**config.mk**
```make
export PLATFORM = sky130hd
export DESIGN_NAME = sop_array
export DESIGN_NICKNAME = d
export VERILOG_FILES = /design/src/rtl/sop_pkg.sv /design/src/rtl/sop_fuse_bank.sv /design/src/rtl/sop_and_plane.sv /design/src/rtl/sop_or_plane.sv /design/src/rtl/sop_array.sv
export SDC_FILE = /design/constraint.sdc
export NUM_CORES = 2
export LEC_CHECK = 0
export BUFFER_PORTS_ARGS = -buffer_cell sky130_fd_sc_hd__buf_2
export CAP_MARGIN = 40
export CORE_MARGIN = 10
export CORE_UTILIZATION = 30
export DETAILED_ROUTE_END_ITERATION = 10
export HOLD_SLACK_MARGIN = 0.03
export SYNTH_ARGS = -nofsm -noshare
export SYNTH_HDL_FRONTEND = slang
export SYNTH_HIERARCHICAL = 1
export SYNTH_SLANG_ARGS = --single-unit
```
**constraint.sdc**
```tcl
create_clock -name clk -period 3.35 [get_ports clk]
set_input_delay 0.67 -clock clk [delete_from_list [all_inputs] [get_ports clk]]
set_output_delay 0.67 -clock clk [all_outputs]
set_load 0.05 [all_outputs]
```
**src/rtl/sop_pkg.sv**
```systemverilog
package sop_pkg;

    localparam int SIG_COUNT    = 16;
    localparam int GROUP_COUNT  = 8;
    localparam int GROUP_TERMS  = 8;

    // Result of one signal's column pair against one product row.
    typedef enum logic [1:0] {
        PAIR_OPEN  = 2'b00,
        PAIR_TRUE  = 2'b01,
        PAIR_COMP  = 2'b10,
        PAIR_BOTH  = 2'b11
    } pair_use_e;

    // Returns 1 when this column pair forces the product term low.
    function automatic logic pair_kills(input logic [1:0] pair_fuse, input logic sig);
        pair_use_e use_k;
        use_k = pair_use_e'(pair_fuse);
        case (use_k)
            PAIR_OPEN: return 1'b0;
            PAIR_TRUE: return ~sig;
            PAIR_COMP: return sig;
            default:   return 1'b1;
        endcase
    endfunction

endpackage

```
**src/rtl/sop_fuse_bank.sv**
```systemverilog
module sop_fuse_bank #(
    parameter int ROWS = 64,
    parameter int COLS = 32
) (
    input  logic                     clk,
    input  logic                     rst,
    input  logic                     wr_en,
    input  logic [$clog2(ROWS)-1:0]  wr_addr,
    input  logic [COLS-1:0]          wr_fuses,
    input  logic                     wr_term_en,
    input  logic                     lock_set,
    input  logic [$clog2(ROWS)-1:0]  rd_addr,
    output logic [COLS-1:0]          rd_fuses,
    output logic                     rd_term_en,
    output logic                     locked,
    output logic [ROWS*COLS-1:0]     fuse_flat,
    output logic [ROWS-1:0]          term_en
);

    logic [COLS-1:0] fuse_mem [ROWS];
    logic [ROWS-1:0] use_bits;
    logic            lock_q;

    always_ff @(posedge clk) begin
        if (rst) begin
            for (int r = 0; r < ROWS; r++) begin
                fuse_mem[r] <= '0;
            end
            use_bits <= '0;
            lock_q   <= 1'b0;
        end else begin
            if (wr_en) begin
                fuse_mem[wr_addr] <= wr_fuses;
                use_bits[wr_addr] <= wr_term_en;
            end
            if (lock_set) begin
                lock_q <= 1'b1;
            end
        end
    end

    generate
        for (genvar r = 0; r < ROWS; r++) begin : g_flat
            assign fuse_flat[r*COLS +: COLS] = fuse_mem[r];
        end
    endgenerate

    assign term_en    = use_bits;
    assign locked     = lock_q;
    assign rd_fuses   = lock_q ? '0 : fuse_mem[rd_addr];
    assign rd_term_en = lock_q ? 1'b0 : use_bits[rd_addr];

endmodule

```
**src/rtl/sop_and_plane.sv**
```systemverilog
module sop_and_plane
    import sop_pkg::*;
#(
    parameter int NSIG = 16,
    parameter int ROWS = 64,
    localparam int COLS = 2 * NSIG
) (
    input  logic [NSIG-1:0]       in_sig,
    input  logic [ROWS*COLS-1:0]  fuse_flat,
    input  logic [ROWS-1:0]       term_en,
    output logic [ROWS-1:0]       term_out
);

    generate
        for (genvar r = 0; r < ROWS; r++) begin : g_row
            logic [NSIG-1:0] kill;
            for (genvar i = 0; i < NSIG; i++) begin : g_sig
                assign kill[i] = pair_kills(fuse_flat[r*COLS + 2*i +: 2], in_sig[i]);
            end
            assign term_out[r] = term_en[r] & ~(|kill);
        end
    endgenerate

endmodule

```
**src/rtl/sop_or_plane.sv**
```systemverilog
module sop_or_plane #(
    parameter int GROUPS = 8,
    parameter int TPG    = 8,
    localparam int ROWS  = GROUPS * TPG
) (
    input  logic [ROWS-1:0]   term_in,
    input  logic [GROUPS-1:0] oe_split,
    output logic [GROUPS-1:0] sum_out,
    output logic [GROUPS-1:0] oe_term
);

    localparam logic [TPG-1:0] KEEP_ALL   = '1;
    localparam logic [TPG-1:0] SKIP_FIRST = KEEP_ALL << 1;

    generate
        for (genvar k = 0; k < GROUPS; k++) begin : g_grp
            logic [TPG-1:0] grp_terms;
            logic [TPG-1:0] grp_mask;
            assign grp_terms  = term_in[k*TPG +: TPG];
            assign grp_mask   = oe_split[k] ? SKIP_FIRST : KEEP_ALL;
            assign sum_out[k] = |(grp_terms & grp_mask);
            assign oe_term[k] = oe_split[k] & grp_terms[0];
        end
    endgenerate

endmodule

```
**src/rtl/sop_array.sv**
```systemverilog
module sop_array
    import sop_pkg::*;
#(
    parameter int NUM_SIG = SIG_COUNT,
    parameter int NUM_MC  = GROUP_COUNT,
    parameter int MC_TERMS = GROUP_TERMS,
    localparam int COLS  = 2 * NUM_SIG,
    localparam int ROWS  = NUM_MC * MC_TERMS,
    localparam int AW    = $clog2(ROWS)
) (
    input  logic               clk,
    input  logic               rst,
    input  logic [NUM_SIG-1:0] in_sig,
    input  logic [NUM_MC-1:0]  oe_split,
    input  logic               wr_en,
    input  logic [AW-1:0]      wr_addr,
    input  logic [COLS-1:0]    wr_fuses,
    input  logic               wr_term_en,
    input  logic               lock_set,
    input  logic [AW-1:0]      rd_addr,
    output logic [COLS-1:0]    rd_fuses,
    output logic               rd_term_en,
    output logic               locked,
    output logic [ROWS-1:0]    term_out,
    output logic [NUM_MC-1:0]  sum_out,
    output logic [NUM_MC-1:0]  oe_term
);

    logic [ROWS*COLS-1:0] fuse_flat;
    logic [ROWS-1:0]      term_en;

    sop_fuse_bank #(.ROWS(ROWS), .COLS(COLS)) u_bank (
        .clk        (clk),
        .rst        (rst),
        .wr_en      (wr_en),
        .wr_addr    (wr_addr),
        .wr_fuses   (wr_fuses),
        .wr_term_en (wr_term_en),
        .lock_set   (lock_set),
        .rd_addr    (rd_addr),
        .rd_fuses   (rd_fuses),
        .rd_term_en (rd_term_en),
        .locked     (locked),
        .fuse_flat  (fuse_flat),
        .term_en    (term_en)
    );

    sop_and_plane #(.NSIG(NUM_SIG), .ROWS(ROWS)) u_and (
        .in_sig    (in_sig),
        .fuse_flat (fuse_flat),
        .term_en   (term_en),
        .term_out  (term_out)
    );

    sop_or_plane #(.GROUPS(NUM_MC), .TPG(MC_TERMS)) u_or (
        .term_in  (term_out),
        .oe_split (oe_split),
        .sum_out  (sum_out),
        .oe_term  (oe_term)
    );

endmodule

```
# Word level (Yosys, flattened, before mapping)
# Memory sizes are Yosys's and may differ from the RTL's.
# Cells that the tools add are included.
dict set report classes {
  shifts 0
  addsub 0
  n_eq_ne 2048
  reduce_logical 1098
  n_mux 1047
  magnitude_cmp 3
  div 0
  mul 0
  bitwise 160
}
# cell n
set op_table {}
lappend op_table {{1-bit case mux with 3 select lines} 1024}
lappend op_table {{2-bit by 1-bit == test with 1-bit output, second input constant} 1024}
lappend op_table {{2-bit == test, second input constant} 1024}
lappend op_table {{2-bit logical NOT} 1024}
lappend op_table {{16-bit OR reduction} 64}
lappend op_table {{1-bit NOT} 80}
lappend op_table {{1-bit bitwise AND} 72}
lappend op_table {{8-bit bitwise AND} 8}
lappend op_table {{64-bit bitwise mux} 1}
lappend op_table {{32-bit two-way mux} 2}
lappend op_table {{8-bit OR reduction} 8}
lappend op_table {{32-bit OR reduction} 1}
lappend op_table {{1-bit two-way mux} 17}
lappend op_table {{6-bit by 7-bit less-than comparator with 1-bit output, second input constant} 2}
lappend op_table {{1-bit binary-select mux with 6-bit select} 1}
lappend op_table {{1-bit demux with 6-bit select} 1}
lappend op_table {{6-bit by 1-bit greater-or-equal comparator with 1-bit output, second input constant} 1}
lappend op_table {{6-bit two-way mux} 1}
lappend op_table {{1-bit logical AND} 1}
dict set report totals {
  out_inout_bits 114
  mem_count 1
  romBits 0
  word_cells 4359
  ram_bits 2048
  ff_bits 65
  in_bits 73
  latchBits 0
}
# memory words word_bits rd rd_clocked_by_memory_dff write_ports line
set memory_table {}
lappend memory_table {u_bank.fuse_mem 64 32 65 0 64 sop_fuse_bank.sv:20} ;# logic [COLS-1:0] fuse_mem [ROWS];

# Longest topological paths before layout
# An unclocked memory read counts as a cell.
dict set report depth {
  word_depth 8
  depth_mapped 11
  ltp_nobuf 6
}

# Hierarchy
# The synthesis kept the hierarchy.
# module instances area_each_um2 seq_area_each_um2 cells_per_inst
set by_module_without_submodules {}
lappend by_module_without_submodules {sop_fuse_bank 1 96318.6 62800.2 6237}
lappend by_module_without_submodules {sop_and_plane 1 13220.2 0.0 1555}
lappend by_module_without_submodules {sop_or_plane 1 280.3 0.0 40}

# Worst setup path before layout
# OpenSTA, ideal clock, no wires.
dict set report synth_timing {
  kind {input-to-output}
  startpoint {input port in_sig[12]}
  endpoint {output port sum_out[5]}
  t_arrival_ps 3913
  cell_stages 8
  t_required_ps 2680
  n_path_buf 3
  path_slack_ps -1233
  cell_sequence {buf_4 buf_2 buf_2 mux2i_1 nand4_1 nor4_1 nor4_2 nand3_1}
}
dict set report synth_via {
  elab_chain_cells 7
  elab_cells_between_ends 35
  classes_between {mux (8); bitwise (18); reduce/logical (9)}
}
# element line
set synth_rtl {}
lappend synth_rtl {{start: declaration} sop_array.sv:13} ;# input logic [NUM_SIG-1:0] in_sig,
lappend synth_rtl {{1-bit NOT} sop_pkg.sv:21} ;# PAIR_TRUE: return ~sig;
lappend synth_rtl {{1-bit case mux with 3 select lines *} sop_pkg.sv:19} ;# case (use_k)
lappend synth_rtl {{16-bit OR reduction *} sop_and_plane.sv:20} ;# assign term_out[r] = term_en[r] & ~(|kill);
lappend synth_rtl {{1-bit NOT *} sop_and_plane.sv:20}
lappend synth_rtl {{1-bit bitwise AND *} sop_and_plane.sv:20}
lappend synth_rtl {{net term_out[46]} sop_array.sv:24} ;# output logic [ROWS-1:0] term_out,
lappend synth_rtl {{8-bit bitwise AND *} sop_or_plane.sv:21} ;# assign sum_out[k] = |(grp_terms & grp_mask);
lappend synth_rtl {{8-bit OR reduction *} sop_or_plane.sv:21}
lappend synth_rtl {{end: declaration} sop_array.sv:25} ;# output logic [NUM_MC-1:0] sum_out,
# The timed path passes the listed nets; every way through them passes the cells marked *.

==> summary.txt <==
Drt
  • DRC violations left: 0
  • DR iter-0 viols: about 13k
  • Routed WL per cell: roughly 35 um
  • Routed Antenna Nets: 0
  • Vias: 80.0k
  • Detailed Route WL: a little under 500 mm
  • DRT Pass-1 Iters: 7
  • Vias per cell: roughly 5.7

Pwr
  • Pwr per Cell Area: around 480 nW/um2
  • Clock power share: between 30% and 40%
  • VDD IR-drop max: approximately 420 uV
  • Register share of total power: a little under half
  • Cell-internal power: 49.2 mW
  • Leak pwr: about 53 nW
  • Switch Pwr: between 15 and 20 mW
  • Comb power frac: approximately 15%
  • Sw Ratio: between 20% and 30%

Setup path
  • Buffers & Inverters on Critical Path: 2
  • WP data arrival: around 3.5 ns
  • R2R Setup Slk: 1.89 ns
  • Startpoint types: flop
  • WP data required: around 2.7 ns
  • Critical Path Fanout Max: 2
  • Critical Path Sink Type: primary output
  • Top cell by count, worst path: mux4_2
  • Critical Path, Cell by Cell: mux4_2, mux4_2, a22oi_2, buf_6, nand3_4, buf_8
  • CP max-delay cell: mux4_2
  • Max stage delay on crit path: between 0.5 and 0.6 ns
  • Delay-heaviest family, CP: multiplexers
  • Critical path class: flop to primary output

Placed design
  • Worst slack, placed: -1.40 ns
  • Placed cell area: 128,000 um2
  • Gpl congestion: 1.01
  • Detailed placement HPWL: roughly 360 mm
  • Port Buffer Count: between 150 and 200

Synth
  • Mapped Area: between 100,000 and 150,000 um2
  • EDFF count, synth: approximately 2.0k
  • Yosys cell types: 62
  • Sequential-to-total area share from yosys stat: around 57%
  • Synth Net Count: roughly 7.9k
  • Yosys top cell area share: a little under three fifths
  • Top post-synthesis cells by area: edfxtp_1 56%, and2_1 12%, mux4_2 11%
  • Area leader, netlist: edfxtp_1
  • Yosys Warn Count: 6
  • Async SR Flop Fraction: 0%
  • Most used DFF post-synth: edfxtp_1
  • Synthesis-stage register bit count: 2,113
  • Mapped Cells: around 7.8k
  • Avg Synthesized Cell Area: 14.0 um2

Clocking
  • Bufs on Longest Clock Path: 4
  • CTS tree: done
  • Clock-pin slew on the worst setup and hold paths: around 0.06 ns
  • Num CTS Buffers: approximately 230
  • Root buf cell: clkbuf_16
  • Hold_buf cts: 0
  • Worst-skew pair later-pin latency: 0.91 ns
  • CTS Sinks: 2,113
  • Htree depth: 4

Layout
  • Fin nets: about 9.0k
  • Final instance area: roughly 140,000 um2
  • Fillers: around 34k
  • Most common cell after layout, fill and taps aside: and2_1
  • P&R area growth vs syn: 28.6%
  • Most frequent cells in the layout: 2,055 x and2_1, 2,048 x edfxtp_1, 1,083 x buf_4, 928 x mux2i_1, 552 x mux4_2
  • Layout cells sized above 1: about a third

Floorplanning
  • Initial Util: 30.1%
  • Die Ht: around 630 um
  • Row Count: around 220
  • CORE AREA: roughly 370,000 um2
  • I/O pin cnt: 187
  • Die X: around 630 um
  • Die ar.: just under 400,000 um2

Timing
  • Tcrit/Tclk final: 124%
  • Final setup fails: between 90 and 100
  • Max Clock Skew: 0 ns
  • RSZ-0062 raised after global routing: true
  • Post-route setup slack: -0.817 ns
  • Final hold vios: 0
  • Slew at the pin with the worst max-slew slack: 0.981 ns
  • Max Slew Vio Count: 0
  • Highest clock rate: roughly 240 MHz
  • Minimum clock period: around 4.2 ns
  • Max_slew headroom: between 30% and 40%

GRT
  • Gr usage total: between 20% and 30%
  • Vias in the first global route: 77.5k
  • First-pass GRT wire length: ~660 mm
  • Grt peak-use layer: met2
  • Global routing usage on met1: approximately 31%
  • Initial antenna violation count: 45
  • Total grt overflow: 0
  • GRT met3 Usage: ~5.4%
  • Pin count of the biggest net entering global routing: 65
  • Met2 Resource Use GR: between 30% and 40%

Min path
  • Worst min path class: primary input to flop

Run
  • Max-Cap Viols: 0

Run status
  • Failing checks: setup timing
  • Outcome: finished with violations
worst paths after layout:
kind | to | depth (start not counted) | start
min | u_bank/locked | 2 | rst
max reg2reg | u_bank/locked | 3 | u_bank/locked
min reg2reg | u_bank/term_en[26] | 2 | u_bank/term_en[26]
max | rd_fuses[10] | 6 | u_bank/fuse_mem[10][10]
what timing repair did:
action | CTS | global route
buffers inserted | 113 | 93
gates resized for setup | 629 | 196
pin swaps | 183 | 103
endpoints found under the setup margin | 113 | 108
gates cloned | 8 | 5
cells in the mapped netlist, drive strengths merged (4+ instances only):
library cell and n:
a211o 11, buf 293, a22oi 32, nand2 195
a2111oi 9, edfxtp 2048, nand3 139, a222oi 18
mux2 40, o2111ai 5, or3 8, clkbuf 456
nand2b 29, and2 2067, and3 8, a31oi 14
and4 32, o21ai 45, a21oi 53, a21bo 8
mux2i 1043, mux4 552, nor3b 4, o22ai 19
a211oi 15, a22o 43, a21boi 5, a221oi 30
inv 84, o221ai 4, nand4 150, nor2 101
nor4 77, o211ai 15, nor3 20, nor2b 20
or2 4, dfxtp 65, a32oi 13, a21o 36
power groups by stage:
stage / Combinational [mW] / Clock, mW / Sequential [mW]
final: 10.4 / 25.9 / 31.4
after global routing: 10.4 / 27.0 / 31.4
after CTS: 9.86 / 26.0 / 31.3
after detailed placement: 9.15 / 0 / 31.8
after global placement: 9.07 / 0 / 31.8
after floorplan: 4.24 / 0 / 31.3
per-stage QoR:
step	setup TNS (ns)	power (mW)	hold WS [ns]	cells	util (%)
after floorplan	-0.456	35.6	0.450	7832	-
after global placement	-54.31	40.8	0.466	13300	35.0
after detailed placement	-53.53	41.0	0.483	13400	35.1
after CTS	-29.25	67.2	0.0677	13900	38.2
after global routing	-29.22	68.8	0.120	14000	38.6
final	-26.83	67.6	0.110	14000	38.7
sequential cells by signal, indices dropped and copies added (netlist names):
register         cells
u_bank/fuse_mem   2048
u_bank/locked        1
u_bank/term_en      64
per-layer routing:
layer	up-vias	share of wire, %
li1	31600	-
met1	41300	37
met2	5907	45
met3	1140	11
met4	10	7.2
met5	-	0.011
logic make-up after synthesis:
group | Yosys count | share of synthesized area, %
DFF | 2113 | 57.2
AOI/OAI and AO/OA | 387 | 2.61
muxes | 1635 | 21.2
and+or+nand+nor | 2861 | 15.6
buffers and inverters | 836 | 3.38
cell type report:
class | instances | area (um2) | area share (%)
diodes | 30 | 75.1 | 0.0532
flip-flops and latches | 2113 | 62800 | 44.5
well taps | 4816 | 6030 | 4.27
clock buffers | 316 | 6330 | 4.48
clock inverters | 107 | 1130 | 0.799
multi-input cells | 4883 | 47200 | 33.4
inverters | 87 | 335 | 0.238
repair buffers | 1637 | 17300 | 12.3
(Power assumes the default switching activity.)
